$ cat src/rtl/msb_serial_link.sv
module msb_serial_link #(
  parameter int CLKS_PER_BIT = 16
) (
  input  logic       clk,
  input  logic       rst_n,
  input  logic [7:0] tx_data,
  input  logic       tx_send,
  output logic       tx_busy,
  output logic       tx_line,
  input  logic       rx_line,
  output logic [7:0] rx_data,
  output logic       rx_valid,
  output logic       rx_frame_err
);
  localparam int CW = $clog2(CLKS_PER_BIT + 1);
  localparam int HALF = CLKS_PER_BIT / 2;
  localparam logic [CW-1:0] LAST = CW'(CLKS_PER_BIT - 1);
  localparam logic [CW-1:0] MID = CW'(HALF - 1);

  logic [9:0]    tx_frame;
  logic [CW-1:0] tx_cnt;
  logic [3:0]    tx_nbit;

  assign tx_line = tx_busy ? tx_frame[9] : 1'b1;

  always_ff @(posedge clk) begin
    if (!rst_n) begin
      tx_busy  <= 1'b0;
      tx_frame <= '1;
      tx_cnt   <= '0;
      tx_nbit  <= '0;
    end else if (!tx_busy) begin
      if (tx_send) begin
        tx_frame <= {1'b0, tx_data, 1'b1};
        tx_busy  <= 1'b1;
        tx_cnt   <= '0;
        tx_nbit  <= '0;
      end
    end else if (tx_cnt == LAST) begin
      tx_cnt <= '0;
      if (tx_nbit == 4'd9) begin
        tx_busy <= 1'b0;
      end else begin
        tx_nbit  <= tx_nbit + 4'd1;
        tx_frame <= {tx_frame[8:0], 1'b1};
      end
    end else begin
      tx_cnt <= tx_cnt + 1'b1;
    end
  end

  typedef enum logic [2:0] {RX_IDLE, RX_START, RX_DATA, RX_STOP, RX_HOLD} rx_state_t;
  rx_state_t     rx_state;
  logic [1:0]    rx_sync;
  logic [CW-1:0] rx_cnt;
  logic [2:0]    rx_idx;
  logic [7:0]    rx_shift;
  logic          rx_s;

  assign rx_s = rx_sync[1];

  always_ff @(posedge clk) begin
    if (!rst_n) begin
      rx_sync      <= 2'b11;
      rx_state     <= RX_IDLE;
      rx_cnt       <= '0;
      rx_idx       <= '0;
      rx_shift     <= '0;
      rx_data      <= '0;
      rx_valid     <= 1'b0;
      rx_frame_err <= 1'b0;
    end else begin
      rx_sync      <= {rx_sync[0], rx_line};
      rx_valid     <= 1'b0;
      rx_frame_err <= 1'b0;
      case (rx_state)
        RX_IDLE: begin
          rx_cnt <= '0;
          if (!rx_s) rx_state <= RX_START;
        end
        RX_START: begin
          if (rx_cnt == MID) begin
            rx_cnt   <= '0;
            rx_idx   <= '0;
            rx_state <= rx_s ? RX_IDLE : RX_DATA;
          end else rx_cnt <= rx_cnt + 1'b1;
        end
        RX_DATA: begin
          if (rx_cnt == LAST) begin
            rx_cnt   <= '0;
            rx_shift <= {rx_shift[6:0], rx_s};
            if (rx_idx == 3'd7) rx_state <= RX_STOP;
            else rx_idx <= rx_idx + 3'd1;
          end else rx_cnt <= rx_cnt + 1'b1;
        end
        RX_STOP: begin
          if (rx_cnt == LAST) begin
            rx_cnt <= '0;
            if (rx_s) begin
              rx_data  <= rx_shift;
              rx_valid <= 1'b1;
              rx_state <= RX_IDLE;
            end else begin
              rx_frame_err <= 1'b1;
              rx_state     <= RX_HOLD;
            end
          end else rx_cnt <= rx_cnt + 1'b1;
        end
        RX_HOLD: if (rx_s) rx_state <= RX_IDLE;
        default: rx_state <= RX_IDLE;
      endcase
    end
  end

  assert_start_low_R2: assert property (@(posedge clk) disable iff (!rst_n)
    $rose(tx_busy) |-> !tx_line);
  assert_stop_high_R3: assert property (@(posedge clk) disable iff (!rst_n)
    $fell(tx_busy) |-> $past(tx_line));
  assert_valid_pulse_R5: assert property (@(posedge clk) disable iff (!rst_n)
    rx_valid |=> !rx_valid);
  assert_err_pulse_R7: assert property (@(posedge clk) disable iff (!rst_n)
    rx_frame_err |=> !rx_frame_err);
  assert_err_no_valid_R7: assert property (@(posedge clk) disable iff (!rst_n)
    !(rx_valid && rx_frame_err));
  assert_err_keeps_data_R7: assert property (@(posedge clk) disable iff (!rst_n)
    rx_frame_err |-> $stable(rx_data));
endmodule

$ cat config.mk
export PLATFORM = sky130hd
export DESIGN_NAME = msb_serial_link
export DESIGN_NICKNAME = d
export VERILOG_FILES = /design/src/rtl/msb_serial_link.sv
export SDC_FILE = /design/constraint.sdc
export NUM_CORES = 1
export LEC_CHECK = 0
export BUFFER_PORTS_ARGS = -buffer_cell sky130_fd_sc_hd__buf_2
export CAP_MARGIN = 20
export CORE_UTILIZATION = 50
export DETAILED_ROUTE_END_ITERATION = 10
export PLACE_DENSITY = 0.69
export SYNTH_ARGS = -nofsm -noshare
export SYNTH_HDL_FRONTEND = slang
export SYNTH_SLANG_ARGS = --single-unit
$ cat constraint.sdc
create_clock -name clk -period 3.7 [get_ports clk]
set_input_delay 0.185 -clock clk [delete_from_list [all_inputs] [get_ports clk]]
set_output_delay 0.185 -clock clk [all_outputs]
set_load 0.005 [all_outputs]
==> results_dict.tcl, run 1 <==
set metrics [dict create \
    clockPowerShare_pct 38.5 \
    port_buffers 23 \
    num_antenna_cells 0 \
    seq_power_share_pct 57.1 \
    postSynthNetCount 253 \
    max_stage_delay_ns 0.40 \
    hpwl_mm 2.624 \
    power_density_mw_per_mm2 388.5 \
    synth_edf_count 0 \
    drtIter0Drc 144 \
    cp-start-kind "flop" \
    crit_path_end_kind "flop" \
    num_rows 24 \
    dr.pass1.iters 4 \
    cts.sinks 50 \
    clk_path_buf_depth 2 \
    switchingPower_uw 207.7 \
    ys_warn_count 0 \
    cts_resized 0 \
    place.gp.congestion 0.8091 \
    area_growth_pct 10.05 \
    cp.buffers_inverters 0 \
    die_h_um 69.51 \
    clk_pin_slew_ns 0.09 \
    grt_remaining_overflow 0 \
    swShare_pct 21.32 \
    cts_tree "yes" \
    hold_violations 0 \
    intPower_uw 766.5 \
    cts_made_buffers 5 \
    synth-seq-cells 50 \
    ys.flop_type "dfxtp_1" \
    post_cts.repair.setup_buffers 0 \
    p_comb_share_pct 4.4 \
    fin_crit_sh_pct 49.70 \
    ioPinCount 24 \
    grt_max_degree 48 \
    cpMaxStageDelayCell "dfxtp_1" \
    seq_area_frac_synth_pct 43.93 \
    max_freq_mhz 543.8 \
    maxCapViolCount 0 \
    async_reset_ff_share_pct 0 \
    holdBufCountCts 0 \
    antenna_found_initial 0 \
    max_slew_margin_pct 56.50 \
    clkLatencyLatePin_ns 0.30 \
    final_cell_mix "dfxtp_1 (50), buf_2 (23), mux2i_1 (20), nor2b_1 (20), nor2_1 (18)" \
    finClkSkew_ns 0.005677 \
    start_util_pct 52.33 \
    grt_pass1_vias 1510 \
    cp_data_required_time_ns 3.90 \
    path_class "flop to flop" \
    min_period_ns 1.839 \
    die_x_um 69.51 \
    rsz0062_at_grt "false" \
    nets 271 \
    cts_max_level 2 \
    p_leak_nw 0.9921 \
    worst_path_dominant_cell_family "simple AND/OR/NAND/NOR gates" \
    viasPerCell 5.420 \
    routedWlPerCell_um 12.66 \
    root_buffer "clkbuf_8" \
    synth_area_mm2 0.002278 \
    whs_ns 0.08845 \
    synth.avg_cell_area_um2 9.737 \
    core-area_mm2 0.004354 \
    hold_class "primary input to flop" \
    drv_slew 0 \
    track_usage_pct 17.28 \
    netlist_instances 234 \
    postRouteAntennaNets 0 \
    critical_path.max_fanout 13 \
    die_area_mm2 0.004831 \
    drt_drc_violations_left 0 \
    route.vias.total 1653 \
    grt_pass1_wl_mm 6.630 \
    path_cells "ha_1, and4b_1, nand3_1, and3_1, o21a_1" \
    fin_tns_setup_ns 0 \
    layout-drive-gt1-share_pct 17.00 \
    peakVddDrop_mv 0.2816 \
    crit_arrival_ns 2.04 \
    final_common_cell "dfxtp_1" \
    setup_viol 0 \
    status "complete, no violations" \
    synthDistinctLibCells 52 \
    drt_wl_total_mm 3.861 \
    tightestPinTransition_ns 0.6524 \
]
==> state kept, by name, summed over array words and instances, names as in the netlist, 2 cells and up <==
signal	flops
rx_cnt	5
rx_data	8
rx_idx	3
rx_shift	8
rx_state	3
rx_sync	2
tx_cnt	5
tx_frame	9
tx_nbit	4
==> cell type report <==
| type | instances | area, um^2 |
|---|---|---|
| sequential | 50 | 1001 |
| clock inverter | 3 | 40.04 |
| tap | 52 | 65.06 |
| timing repair buffer | 23 | 115.1 |
| clock buffer | 5 | 68.82 |
| fill | 393 | 1847 |
| inverter | 8 | 30.03 |
| multi-input combinational | 164 | 1187 |
==> final timing paths <==
check,cells after the start,endpoint,slack (ns),startpoint
max,5,tx_nbit[1]$_SDFFE_PN0P_,1.86,tx_cnt[0]$_SDFFE_PN0P_
min,2,rx_sync[0]$_SDFF_PN1_,0.09,rx_line
max reg2reg,5,tx_nbit[1]$_SDFFE_PN0P_,1.86,tx_cnt[0]$_SDFFE_PN0P_
min reg2reg,1,rx_sync[1]$_SDFF_PN1_,0.42,rx_sync[0]$_SDFF_PN1_
==> metal layers <==
| metal | GRT usage [%] | share of wire (%) | vias to the layer above |
|---|---|---|---|
| li1 | - | - | 863 |
| met1 | 22.05 | 52 | 749 |
| met2 | 27.29 | 44 | 35 |
| met3 | 4.360 | 3.0 | 6 |
| met4 | 8.163 | 1.3 | 0 |
| met5 | 0 | 0 | - |
==> cell usage after synthesis (2+ instances only) <==
cell,count,area (um^2)
dfxtp_1,50,1001
mux2i_1,20,200.2
nor2b_1,20,125.1
nor2_1,18,67.56
o21ai_0,15,75.07
nand2_1,9,33.78
inv_1,8,30.03
a21oi_1,7,35.03
clkbuf_1,7,26.28
ha_1,7,87.58
o22ai_1,7,43.79
nand2b_1,5,31.28
nand3_1,5,25.02
a21boi_0,4,30.03
a31oi_1,3,18.77
and2_1,3,18.77
and3b_1,3,26.28
buf_2,3,15.01
a21boi_1,2,15.01
nand4b_1,2,17.52
nor3b_1,2,15.01
nor3b_2,2,25.02
or2_1,2,12.51
xor2_1,2,17.52
==> stage by stage <==
step           utilization, %  area [um^2]  cells  worst slack (ns)  power, mW
3_3_place_gp            55.09         2399    297             1.875     0.6110
4_1_cts                 57.59         2507    305             1.821     0.9857
6_report                57.59         2507    305             1.861     0.9742
2_1_floorplan               -         2278    234             2.102     0.5974
3_5_place_dp            55.09         2399    297             1.841     0.6118
5_1_grt                 57.59         2507    305             1.736      1.015
==> cell families after synthesis <==
| kind of cell | synth area share (%) |
|---|---|
| mux | 8.786 |
| fa+ha+maj | 3.844 |
| xor+xnor | 1.153 |
| compound gates | 14.77 |
| flops | 43.93 |
| simple gates | 23.56 |
| buf+inv | 3.954 |
==> power by group through the flow <==
stage | Sequential, mW | Clock (mW) | Combinational [mW]
2_1_floorplan | 0.565 | 0 | 0.0327
3_3_place_gp | 0.568 | 0 | 0.0430
3_5_place_dp | 0.568 | 0 | 0.0434
4_1_cts | 0.556 | 0.386 | 0.0435
5_1_grt | 0.558 | 0.409 | 0.0487
6_report | 0.556 | 0.375 | 0.0431
==> worst register-to-register path: cells and delay by family, from the launching register on <==
family,cells,cell delay [ns]
AND/OR/NAND/NOR,3,0.95
flip-flops,1,0.40
adder cells (fa/ha/maj),1,0.25
AO/OA/AOI/OAI,1,0.15
(Power assumes the default switching activity.)
==> inputs of run 2 (changes only) <==
ABC_AREA = 1   (was not set)
PLACE_DENSITY = 0.68   (was 0.69)
clock period = 1.9 ns   (was 3.7 ns; I/O delays follow)
==> run 2 against run 1 <==
Against the previous run: the flow now finishes with violations (DRC); worst hold slack worse by 0.021 ns; critical path depth is 2 lower; final area is 5.1% higher; clock skew is 0.0042 ns higher; sequential cell count stayed put; total power grew to 2.9 times the previous value; register-to-register slack worse by 1.6 ns; setup slack worse by 1.6 ns; critical endpoint is now tx_line; largest power group unchanged; highest routed layer unchanged.
==> results_dict.tcl, run 2 <==
set metrics [dict create \
    largest_reg_flops 9 \
    p_comb_share_pct 27.8 \
    final_common_cell "nand2_1" \
    num_antenna_cells 0 \
    grt_pass1_wl_mm 7.514 \
    cp-start-kind "flop" \
    synth_area_leaders "dfxtp_1 (42%), nand2_1 (14%), nand3_1 (6.2%), nor2_1 (5.6%), inv_1 (5.1%)" \
    num_rows 24 \
    track_usage_pct 18.66 \
    worstReg2RegStart "rx_cnt[0]$_SDFFE_PN0P_" \
    ioPinCount 24 \
    path_class "flop to output port" \
    cts_resized 0 \
    violations "DRC" \
    clk_pin_slew_ns 0.09 \
    antenna_found_initial 0 \
    seq_power_share_pct 44.5 \
    synth.avg_cell_area_um2 7.161 \
    yosysTopAreaCellShare_pct 42.49 \
    rrSetupSlack_ns 0.31 \
    cts_max_level 2 \
    power_density_mw_per_mm2 1065 \
    postSynthNetCount 348 \
    synth-seq-cells 50 \
    min_period_ns 1.597 \
    final_cell_mix "nand2_1 (87), dfxtp_1 (50), nor2_1 (35), inv_1 (32), nand3_1 (29)" \
    ys_warn_count 0 \
    switchingPower_uw 951.0 \
    swShare_pct 33.90 \
    whs_endpoint "tx_cnt[1]$_SDFFE_PN0P_" \
    tightestPinTransition_ns 0.5101 \
    rsz0062_at_grt "false" \
    critical_path.max_fanout 13 \
    rr_endpoint "rx_data[4]$_SDFFE_PN0P_" \
    p_leak_nw 1.271 \
    drt_drc_violations_left 6 \
    hold_violations 0 \
    layout-drive-gt1-share_pct 17.23 \
    crit_arrival_ns 1.50 \
    area_growth_pct 11.84 \
    routedWlPerCell_um 10.59 \
    clockPowerShare_pct 27.7 \
    synthTopCellsByCount "nand2_1 (87), dfxtp_1 (50), nor2_1 (35)" \
    hold_class "primary input to flop" \
    grt_pass1_vias 1758 \
    dr.pass1.iters 7 \
    root_buffer "clkbuf_8" \
    die_area_mm2 0.004991 \
    die_x_um 70.65 \
    place.gp.congestion 0.8415 \
    fin_crit_sh_pct 84.06 \
    cp_data_required_time_ns 1.80 \
    clkLatencyLatePin_ns 0.30 \
    synth_edf_count 0 \
    die_h_um 70.65 \
    status "finished with violations" \
    peakVddDrop_mv 0.5110 \
    drv_slew 0 \
    cts.sinks 50 \
    max_slew_margin_pct 65.96 \
    drt_wl_total_mm 4.298 \
    cts_made_buffers 5 \
    utilization_pct 59.29 \
    whs_ns 0.06785 \
    crit_path_end_kind "output port" \
    postRouteAntennaNets 0 \
    fin_tns_setup_ns 0 \
    cts_tree "yes" \
    synthDistinctLibCells 31 \
    setup_viol 0 \
    hpwl_mm 3.023 \
    async_reset_ff_share_pct 0 \
    start_util_pct 53.01 \
    intPower_mw 1.854 \
    ys.flop_type "dfxtp_1" \
    drtIter0Drc 65 \
    r2r_cells 6 \
    seq_area_frac_synth_pct 42.49 \
    port_buffers 23 \
    synth_area_mm2 0.002356 \
    regMostFlops "tx_frame" \
    max_freq_mhz 626.1 \
    grt_max_degree 36 \
    grt_remaining_overflow 0 \
    synth_most_common_cell "nand2_1" \
    route.vias.total 1999 \
    min_from "tx_send" \
    synth_top_area_cell "dfxtp_1" \
    viasPerCell 4.924 \
    maxCapViolCount 0 \
    finClkSkew_ns 0.009900 \
    core-area_mm2 0.004444 \
    biggestRegsByFlops "tx_frame (9), rx_data (8), rx_shift (8)" \
    netlist_instances 329 \
    nets 372 \
    hold_depth 4 \
    clk_path_buf_depth 2 \
]
[run 2: changes by cell type after synthesis, sizes merged, moves of 16 or more]
cell   previous run  this run
nor2             20        43
inv               8        37
nand3             6        31
nor2b            20         0
nand2             9        93
mux2i            20         0
a21oi             7        23
[run 2: cells by family (layout without fill, tap and decap cells)]
kind of cell / count (synthesis) / count (layout) / synth area share [%]
fa+ha+maj: 7 / 7 / 3.717
xor+xnor: 3 / 3 / 1.115
compound gates: 47 / 47 / 10.52
simple gates: 174 / 174 / 33.30
flops: 50 / 50 / 42.49
buf+inv: 48 / 73 / 8.868
[run 2: worst max-delay path, stage by stage, from the launching register on]
cell     delay (ns)
dfxtp_1        0.47
inv_1          0.27
or2_2          0.33
buf_2          0.12
[run 2: area by class of cell]
class | count | area, um^2
Tap cell | 52 | 65.06
Multi-Input combinational cell | 231 | 1146
Fill cell | 444 | 1809
Sequential cell | 50 | 1001
Timing Repair Buffer | 28 | 157.7
Clock inverter | 2 | 38.79
Inverter | 37 | 143.9
Clock buffer | 6 | 82.58
[run 2: timing repair]
item	CTS	global route
hold buffers	2	0
buffers inserted	0	0
setup endpoints to repair	0	0
endpoints found under the hold margin	2	0
[run 2: worst max-delay path by stage]
stage	end	start
6_report	tx_line	tx_busy$_SDFF_PN0_
5_1_grt	rx_data[4]$_SDFFE_PN0P_	rx_cnt[0]$_SDFFE_PN0P_
4_1_cts	tx_line	tx_busy$_SDFF_PN0_
3_5_place_dp	rx_data[4]$_SDFFE_PN0P_	rx_cnt[0]$_SDFFE_PN0P_
3_3_place_gp	rx_data[5]$_SDFFE_PN0P_	rx_cnt[0]$_SDFFE_PN0P_
2_1_floorplan	rx_idx[0]$_SDFFE_PN0P_	rx_cnt[0]$_SDFFE_PN0P_
[run 2: through the flow]
stage | instance area [um^2] | setup WS [ns] | cells | power, mW
after global routing | 2635 | 0.1278 | 406 | 3.013
after detailed placement | 2494 | 0.2965 | 396 | 2.050
after CTS | 2635 | 0.2769 | 406 | 2.842
final | 2635 | 0.3029 | 406 | 2.805
after floorplan | 2356 | 0.5426 | 329 | 1.911
after global placement | 2494 | 0.3687 | 396 | 2.037
[run 2: power by group through the flow]
stage | Clock [mW] | Sequential (mW) | Combinational (mW)
5_1_grt | 0.847 | 1.26 | 0.903
6_report | 0.778 | 1.25 | 0.780
2_1_floorplan | 0 | 1.23 | 0.685
3_3_place_gp | 0 | 1.27 | 0.770
4_1_cts | 0.811 | 1.25 | 0.782
3_5_place_dp | 0 | 1.27 | 0.776
[run 2: metal layers]
metal	wire length (um)	share of wire, %	global-route usage [%]	vias to the layer above
li1	-	-	-	1084
met1	2060	48	22.56	869
met2	1960	46	31.93	39
met3	200	4.7	4.558	7
met4	76	1.8	7.778	0
met5	0	0	0	-
==> inputs of run 3 (changes only) <==
clock period = 1.61 ns   (was 1.9 ns; I/O delays follow)
==> run 3 against run 2 <==
Against the previous run: the flow still finishes with violations (DRC); total power is 13% higher; first-iteration DRC count up 78%; via count grew 2.5%; count of clock-buffer cells in the layout down 1.
==> results_dict.tcl, run 3 (synthesized netlist as in run 2, its figures left out) <==
set metrics [dict create \
    grt.busiest_layer "met2" \
    num_antenna_cells 0 \
    path_cells "inv_1, buf_4, or2_2, buf_2" \
    hold_class "primary input to flop" \
    dp_cells 400 \
    final_cell_mix "nand2_1 (86), dfxtp_1 (48), nor2_1 (35), inv_1 (32), nand3_1 (29)" \
    grt_remaining_overflow 0 \
    crit_arrival_ns 1.38 \
    peakVddDrop_mv 0.5546 \
    whs_ns 0.05165 \
    layout-drive-gt1-share_pct 19.72 \
    regMostFlops "tx_frame" \
    utilization_pct 60.36 \
    place.gp.congestion 0.8498 \
    max_slew_margin_pct 67.74 \
    rsz0062_at_grt "false" \
    cp_data_required_time_ns 1.53 \
    clkLatencyLatePin_ns 0.30 \
    cts.sinks 50 \
    final_cells 412 \
    drt_drc_violations_left 6 \
    die_x_um 70.65 \
    hpwl_mm 3.130 \
    final_common_cell "nand2_1" \
    routedWlPerCell_um 10.84 \
    fin_crit_sh_pct 90.88 \
    drt_wl_total_mm 4.468 \
    max_freq_mhz 683.4 \
    met1_usage_pct 25.02 \
    biggestRegsByFlops "tx_frame (9), rx_data (8), rx_shift (8)" \
    p_leak_nw 1.261 \
    core-area_mm2 0.004444 \
    hold_violations 0 \
    grt_use_met3_pct 3.989 \
    critical_path.max_fanout 12 \
    cts_tree "yes" \
    port_buffers 23 \
    grt_pass1_wl_mm 7.810 \
    drtIter0Drc 116 \
    ioPinCount 24 \
    grt_max_degree 25 \
    num_rows 24 \
    clk_pin_slew_ns 0.09 \
    viasPerCell 4.971 \
    postRouteAntennaNets 0 \
    route.vias.total 2048 \
    grt_pass1_vias 1865 \
    largest_reg_flops 9 \
    worst_path_dominant_cell_family "flip-flops" \
    tightestPinTransition_ns 0.4833 \
    clk_path_buf_depth 2 \
    fin_tns_setup_ns 0 \
    power_density_mw_per_mm2 1183 \
    track_usage_pct 19.17 \
    violations "DRC" \
    cpMaxStageDelayCell "dfxtp_2" \
    setup_viol 0 \
    max_stage_delay_ns 0.41 \
    status "finished with violations" \
    cts_made_buffers 5 \
    crit_path_end_kind "output port" \
    root_buffer "clkbuf_8" \
    cp.buffers_inverters 3 \
    area_growth_pct 13.86 \
    p_total_mw 3.174 \
    dr.pass1.iters 7 \
    die_h_um 70.65 \
    drv_slew 0 \
    min_period_ns 1.463 \
    antenna_found_initial 0 \
    maxCapViolCount 0 \
    cp-start-kind "flop" \
    grt_util_met2_pct 31.93 \
    finClkSkew_ns 0.007225 \
    die_area_mm2 0.004991 \
    path_class "flop to output port" \
    cts_max_level 2 \
    nets 378 \
    start_util_pct 53.01 \
]
[run 3: per-layer routing]
layer	part of all wire [%]	routed length, um
met5	0	0
met4	0.85	38
met3	4.0	177
met2	46	2067
met1	49	2184
[run 3: timing repair]
action / 4_1_cts / 5_1_grt
hold buffers: 2 / 0
resized for setup: 0 / 8
buffers inserted: 0 / 2
hold endpoints to repair: 2 / 0
setup endpoints to repair: 0 / 29
[run 3: path summary, 6_finish.rpt]
kind | from | to | cells after the start | slack [ns]
worst max-delay path | tx_busy$_SDFF_PN0_ | tx_line | 4 | 0.15
worst min-delay path | tx_send | tx_cnt[1]$_SDFFE_PN0P_ | 4 | 0.05
worst max register to register | rx_cnt[1]$_SDFFE_PN0P_ | rx_state[1]$_SDFFE_PN0P_ | 8 | 0.15
worst min register to register | rx_sync[0]$_SDFF_PN1_ | rx_sync[1]$_SDFF_PN1_ | 1 | 0.43
[run 3: worst reg2reg max path, cell delays in order (launching register included)]
cell,delay [ns]
dfxtp_1,0.43
ha_4,0.19
nand3_1,0.12
nor2_2,0.17
nor2_1,0.06
nor2_1,0.17
nand3_1,0.10
nand2_1,0.07
nor2_1,0.04
[run 3: metrics by stage]
stage / cell area, um^2 / setup WS [ns]
3_3_place_gp: 2524 / 0.1111
3_5_place_dp: 2524 / 0.05497
5_1_grt: 2683 / 0.02310
2_1_floorplan: 2356 / 0.2526
4_1_cts: 2634 / 0.02074
6_report: 2683 / 0.1468
[run 3: area by class of cell]
cell class	instances	area (um^2)
inverters	37	143.9
fillers	429	1762
clock inverters	3	21.27
well taps	52	65.06
clock buffers	5	68.82
repair buffers	34	202.7
multi-input cells	231	1177
flip-flops and latches	50	1003
[run 3: report_power, final]
group / total [mW] / switching (mW) / leakage [nW] / internal (mW)
Combinational: 0.991 / 0.613 / 0.809 / 0.377
Sequential: 1.46 / 0.119 / 0.408 / 1.34
Clock: 0.719 / 0.414 / 0.0441 / 0.306
Total: 3.17 / 1.15 / 1.26 / 2.03
